## src/rtl/gsd_pkg.sv

```systemverilog
package gsd_pkg;

   localparam int GSD_NS = 7;
   localparam int GSD_SW = 3;

   // Each state names the longest input suffix that can still lead to a
   // match or to the lockout.
   typedef enum logic [GSD_SW-1:0] {
      ST_EMPTY = 3'd0,  // nothing useful seen since reset
      ST_Z     = 3'd1,  // suffix 0 (or 00)
      ST_O     = 3'd2,  // suffix 1
      ST_ZO    = 3'd3,  // suffix 01
      ST_OZ    = 3'd4,  // suffix 10
      ST_HIT   = 3'd5,  // suffix 010, match reported
      ST_LOCK  = 3'd6   // 100 was seen, absorbing
   } gsd_state_e;

   localparam logic [GSD_SW-1:0] GSD_LAST = 3'(GSD_NS - 1);

endpackage

```

## src/rtl/gsd_next.sv

```systemverilog
module gsd_next
   import gsd_pkg::*;
(
   input  gsd_state_e cur,
   input  logic       bit_in,
   output gsd_state_e nxt,
   output logic       match,
   output logic       locked
);

   always_comb begin
      case (cur)
         ST_EMPTY: nxt = bit_in ? ST_O  : ST_Z;
         ST_Z:     nxt = bit_in ? ST_ZO : ST_Z;
         ST_O:     nxt = bit_in ? ST_O  : ST_OZ;
         ST_ZO:    nxt = bit_in ? ST_O  : ST_HIT;
         ST_OZ:    nxt = bit_in ? ST_ZO : ST_LOCK;
         ST_HIT:   nxt = bit_in ? ST_ZO : ST_LOCK;
         ST_LOCK:  nxt = ST_LOCK;
         default:  nxt = ST_EMPTY;
      endcase
   end

   // Moore decode: depends on the stored state only
   assign match  = (cur == ST_HIT);
   assign locked = (cur == ST_LOCK);

endmodule

```

## src/rtl/gsd_state_reg.sv

```systemverilog
module gsd_state_reg
   import gsd_pkg::*;
#(
   parameter int ONE_HOT = 0
)(
   input  logic       clk,
   input  logic       rst,
   input  gsd_state_e nxt,
   output gsd_state_e cur
);

   generate
      if (ONE_HOT == 0) begin : g_binary
         logic [GSD_SW-1:0] q;

         always_ff @(posedge clk) begin
            if (rst) q <= ST_EMPTY;
            else     q <= nxt;
         end

         // unused code falls back to the empty state
         always_comb begin
            if (q <= GSD_LAST) cur = gsd_state_e'(q);
            else               cur = ST_EMPTY;
         end
      end else if (ONE_HOT == 1) begin : g_onehot
         logic [GSD_NS-1:0] q;

         always_ff @(posedge clk) begin
            if (rst) q <= GSD_NS'(1) << ST_EMPTY;
            else     q <= GSD_NS'(1) << nxt;
         end

         // anything but a single hot bit falls back to the empty state
         always_comb begin
            cur = ST_EMPTY;
            if ($onehot(q)) begin
               for (int i = 0; i < GSD_NS; i++) begin
                  if (q[i]) cur = gsd_state_e'(i[GSD_SW-1:0]);
               end
            end
         end
      end else begin : g_bad_enc
         $error("gsd_state_reg: ONE_HOT must be 0 or 1");
      end
   endgenerate

endmodule

```

## src/rtl/gated_seq_detect.sv

```systemverilog
module gated_seq_detect
   import gsd_pkg::*;
#(
   parameter int ONE_HOT_STATE = 0
)(
   input  logic clk,
   input  logic rst,
   input  logic bit_in,
   output logic match_out
);

   gsd_state_e cur;
   gsd_state_e nxt;
   logic       locked;

   gsd_state_reg #(.ONE_HOT(ONE_HOT_STATE)) u_state (
      .clk (clk),
      .rst (rst),
      .nxt (nxt),
      .cur (cur)
   );

   gsd_next u_next (
      .cur    (cur),
      .bit_in (bit_in),
      .nxt    (nxt),
      .match  (match_out),
      .locked (locked)
   );

endmodule

```

## config.mk

```make
export PLATFORM = sky130hd
export DESIGN_NAME = gated_seq_detect
export DESIGN_NICKNAME = d
export VERILOG_FILES = /design/src/rtl/gsd_pkg.sv /design/src/rtl/gsd_next.sv /design/src/rtl/gsd_state_reg.sv /design/src/rtl/gated_seq_detect.sv
export SDC_FILE = /design/constraint.sdc
export NUM_CORES = 1
export LEC_CHECK = 0
export CAP_MARGIN = 20
export CORE_AREA = 2 2 39 41
export CTS_CLUSTER_DIAMETER = 80
export CTS_CLUSTER_SIZE = 20
export DETAILED_ROUTE_END_ITERATION = 7
export DIE_AREA = 0 0 41 43
export DONT_BUFFER_PORTS = 1
export GPL_TIMING_DRIVEN = 0
export PLACE_DENSITY_LB_ADDON = 0.05
export SETUP_SLACK_MARGIN = 0.02
export SYNTH_ARGS = -nofsm -noshare
export SYNTH_HDL_FRONTEND = slang
export SYNTH_SLANG_ARGS = --single-unit
```

## constraint.sdc

```tcl
create_clock -name clk -period 1.8 [get_ports clk]
set_input_delay 0.27 -clock clk [delete_from_list [all_inputs] [get_ports clk]]
set_output_delay 0.27 -clock clk [all_outputs]
set_load 0.005 [all_outputs]
```

* After elaboration in Yosys (flattened, before gate mapping)
Cells that the tools add are included.
** Storage, ports and cells
- Flip-flop bits (word level) :: 3
- Word-level logic and storage cells :: 17
- Input bits :: 3
** Cells by class
- Multiplexer cells :: 7
- Reduce and logical (&&, ||, !) cells :: 2
- $lt $le $gt $ge :: 1
- Equal/unequal tests :: 6
** Operators by type and width (count)
- 3-bit case mux with 6 select lines :: 1
- 3-bit 2-to-1 mux :: 4
- 3-bit equality test, second input constant :: 3
- 3-bit by 2-bit equality test with 1-bit output, second input constant :: 2
- 2-bit 2-to-1 mux :: 2
- 3-bit by 1-bit equality test with 1-bit output, second input constant :: 1
- 3-bit <= comparator, second input constant :: 1
- 3-bit zero test :: 1
- 2-bit OR reduction :: 1

* Logic depth before layout (Yosys ltp)
- Depth after elaboration :: 5
- Gate-level depth with buffers :: 3

* Hierarchy
Synthesis repeated with hierarchy kept, for this count alone.
** Second synthesis, totals
- Cells, all modules :: 21
- Area, all modules :: 177.7 sq um
** By module, submodules not included
- gsd_state_reg :: sequential area each 60.1 sq um, cells an instance 9, instances 1, area each 101.3 sq um
- gsd_next :: sequential area each 0.0 sq um, cells an instance 12, instances 1, area each 76.3 sq um

* Least setup slack after synthesis
OpenSTA, ideal clock, no wires.
- Path kind :: reg2out
- From :: register u_state.g_binary.q[2]
- To :: output match_out
- Arrival :: 0.634 ns
- Slack :: 0.896 ns
- Path buffers :: 0
- Data required time :: 1.530 ns
- Cell stages (with the launch flop) :: 2
- Cell sequence :: dfxtp_1 nor3b_1
** On the way
- Cells in the longest elaborated chain, start to end :: 3
** RTL lines
- start, declared :: RTL line gsd_state_reg.sv:14 : logic [GSD_SW-1:0] q;
- start signal, assigned :: RTL line gsd_state_reg.sv:18 : else q <= nxt;
- 3-bit <= comparator :: RTL line gsd_state_reg.sv:23 : if (q <= GSD_LAST) cur = gsd_state_e'(q);
- 3-bit 2-to-1 mux (*) :: RTL line gsd_state_reg.sv:23
- 3-bit equality test (*) :: RTL line gsd_next.sv:25 : assign match = (cur == ST_HIT);
- end, declared :: RTL line gated_seq_detect.sv:9 : output logic match_out
Every way passes the cells marked *; elsewhere a longest branch is shown, timed or not.

* Final worst setup path
Same ends and word-level chain as after synthesis.

==> flow_summary.toml <==
[clock_tree]
cts_buffer_depth = 2
clock_latency_ns = 0.23
clkTransAtPathRegs_ns = 0.04
cts_hold_buf = 0
ctsResizeCount = 0
ctsRootBufferMaster = "clkbuf_4"
tritoncts = "built"
postCtsSetupBuffers = 0
cts.htree.levels = 1
clock-sinks = 3
cts_buffers = 3

[global_routing]
grt.overflow.total = 0
met2_usage = 0.05313
grt_max_degree = 7
grt_pass1_wl_um = 538
grt_pass1_vias = 139
grt_use_total = 0.05823
gr-max-usage-layer = "met4"
antenna_found_initial = 0
grt_use_met3 = 0.02094
met1_usage = 0.05145

[drt]
drc = 0
vias = 121
drt_wl_total_um = 302
viasPerCell = 3.361
ant_nets = 0
routedWlPerCell_um = 8.389
drt_first_pass_iters = 4
drtIter0Drc = 3

[sta]
hold_viol_final = 0
min_period_over_period = 0.6910
max_freq_ghz = 0.8040
finalSetupViolCount = 0
hold_ws_ns = 0.1099
setup-tns-final_ns = 0
timing.slew.headroom = 0.8051
worst_pin_slew_ns = 0.2917
fin_crit_ns = 1.244
rsz0062_at_grt = "false"
finalMaxSlewViolations = 0
finClkSkew_ns = 0.003372

[hold_path]
whs_path_depth = 1
min_path_type = "input port to register"

[synth]
ys_types = 11
syn_area_um2 = 143.9
synth.avg_cell_area_um2 = 8.993
synthesis.nets = 19
syn_inst = 16
yosysWarnings = 0
synth-seq-area-share = 0.4174
synth-seq-cells = 3

[finish]
fill_cells = 158
reg_top3 = "u_state.g_binary.q x3"
drive_above_1_share = 0.3000
top_register = "u_state.g_binary.q"
largest_reg_flops = 3
antenna_cells = 0
area_delta_synth_final_pct = 32.17
layout.nets = 24

[setup_path]
crit_family = "flip-flops"
crit_required_ns = 1.53
worst_ep_arrival_time_ns = 0.97
crit_buf_inv = 0
crit_fanout = 6
reg2regPathDepth = 2
endpoint_kind = "output port"
slowest_stage = "dfxtp_1"
crit_path_max_incr_delay_ns = 0.43
critical_path_class = "register to output port"
crit_chain = "nor3b_1"
path_depth = 1
crit_path_start_kind = "register"

[power]
clockPowerShare = 0.550
power_density_nw_per_um2 = 1110
power_frac_seq = 0.374
comb_power_share = 0.076
p_int_uw = 163.2
p_switching_uw = 47.89
p_leak_uw = 0.00006491
irDropWorstVdd_v = 0.0001624
sw_frac_of_total = 0.2269

[die]
start_util = 0.1040
io_pins = 4
placement_rows = 14
die_x_um = 41
core_um2 = 1384
die_y_um = 43
die_area_um2 = 1763

[placed_design]
gp_congestion = 0.6409
io_buffers = 0

[status]
status = "finished, final reports clean"

[flow_run]
maxCapViolCount = 0
[cell type report]
type	instances	area, µm²	area share
multi-input combinational	11	76.32	0.4013
sequential	3	60.06	0.3158
clock buffer	4	26.28	0.1382
tap	16	20.02	0.1053
inverter	2	7.507	0.03947
[worst reg2reg max path: cells and delay by family (launching register included)]
| kind | cells | cell delay (ns) |
|---|---|---|
| AO/OA/AOI/OAI | 1 | 0.32 |
| AND/OR/NAND/NOR | 1 | 0.08 |
| flip-flops | 1 | 0.43 |
[synth_stat cells, drive strengths merged]
library cell / n / area (µm²)
nor2: 2 / 10.01
a2111oi: 1 / 15.01
a21boi: 1 / 7.510
inv: 2 / 7.510
a21oi: 3 / 15.01
nor3b: 1 / 7.510
nor3: 1 / 10.01
nand2: 1 / 3.750
dfxtp: 3 / 60.06
a211oi: 1 / 7.510
[cells in the final DEF (no fill, tap or decap), types with 2 or more instances in the layout]
cell type,n
inv_1,2
clkbuf_4,3
a21oi_1,3
dfxtp_1,3
[cell families after synthesis]
kind of cell / count (synthesis) / synth area share
AOI/OAI and AO/OA: 6 / 0.3130
buffers and inverters: 2 / 0.05219
DFF: 3 / 0.4174
and+or+nand+nor: 5 / 0.2174
[power by group through the flow]
stage / Clock, µW / Sequential (µW) / Combinational, µW
after CTS: 123 / 78.9 / 16.4
after floorplan: 0 / 78.6 / 14.2
after detailed placement: 0 / 79.9 / 16.3
after global placement: 0 / 80.8 / 16.8
after global routing: 131 / 80.3 / 18.5
final: 116 / 78.9 / 16.1
[metal layers]
metal / share of wire / up-vias
li1: - / 64
met1: 0.38 / 52
met2: 0.51 / 3
met3: 0.040 / 2
met4: 0.063 / 0
met5: 0 / -
[metrics by stage]
stage,instances,utilization,instance area [µm²],worst slack (ns),power [µW]
2_1_floorplan,16,-,143.9,0.8961,92.85
3_3_place_gp,32,0.1184,163.9,0.7897,97.66
3_5_place_dp,32,0.1184,163.9,0.7967,96.23
4_1_cts,36,0.1374,190.2,0.5316,218.8
5_1_grt,36,0.1374,190.2,0.4400,229.5
6_report,36,0.1374,190.2,0.5563,211.1
[worst paths after layout]
check                                            from               endpoint  slack [ns]
worst max register to register  u_state.g_binary.q[2]  u_state.g_binary.q[0]        0.86
worst max-delay path            u_state.g_binary.q[2]              match_out        0.56
worst min-delay path                              rst  u_state.g_binary.q[1]        0.11
worst min register to register  u_state.g_binary.q[0]  u_state.g_binary.q[1]        0.57
(Power assumes the default switching activity.)
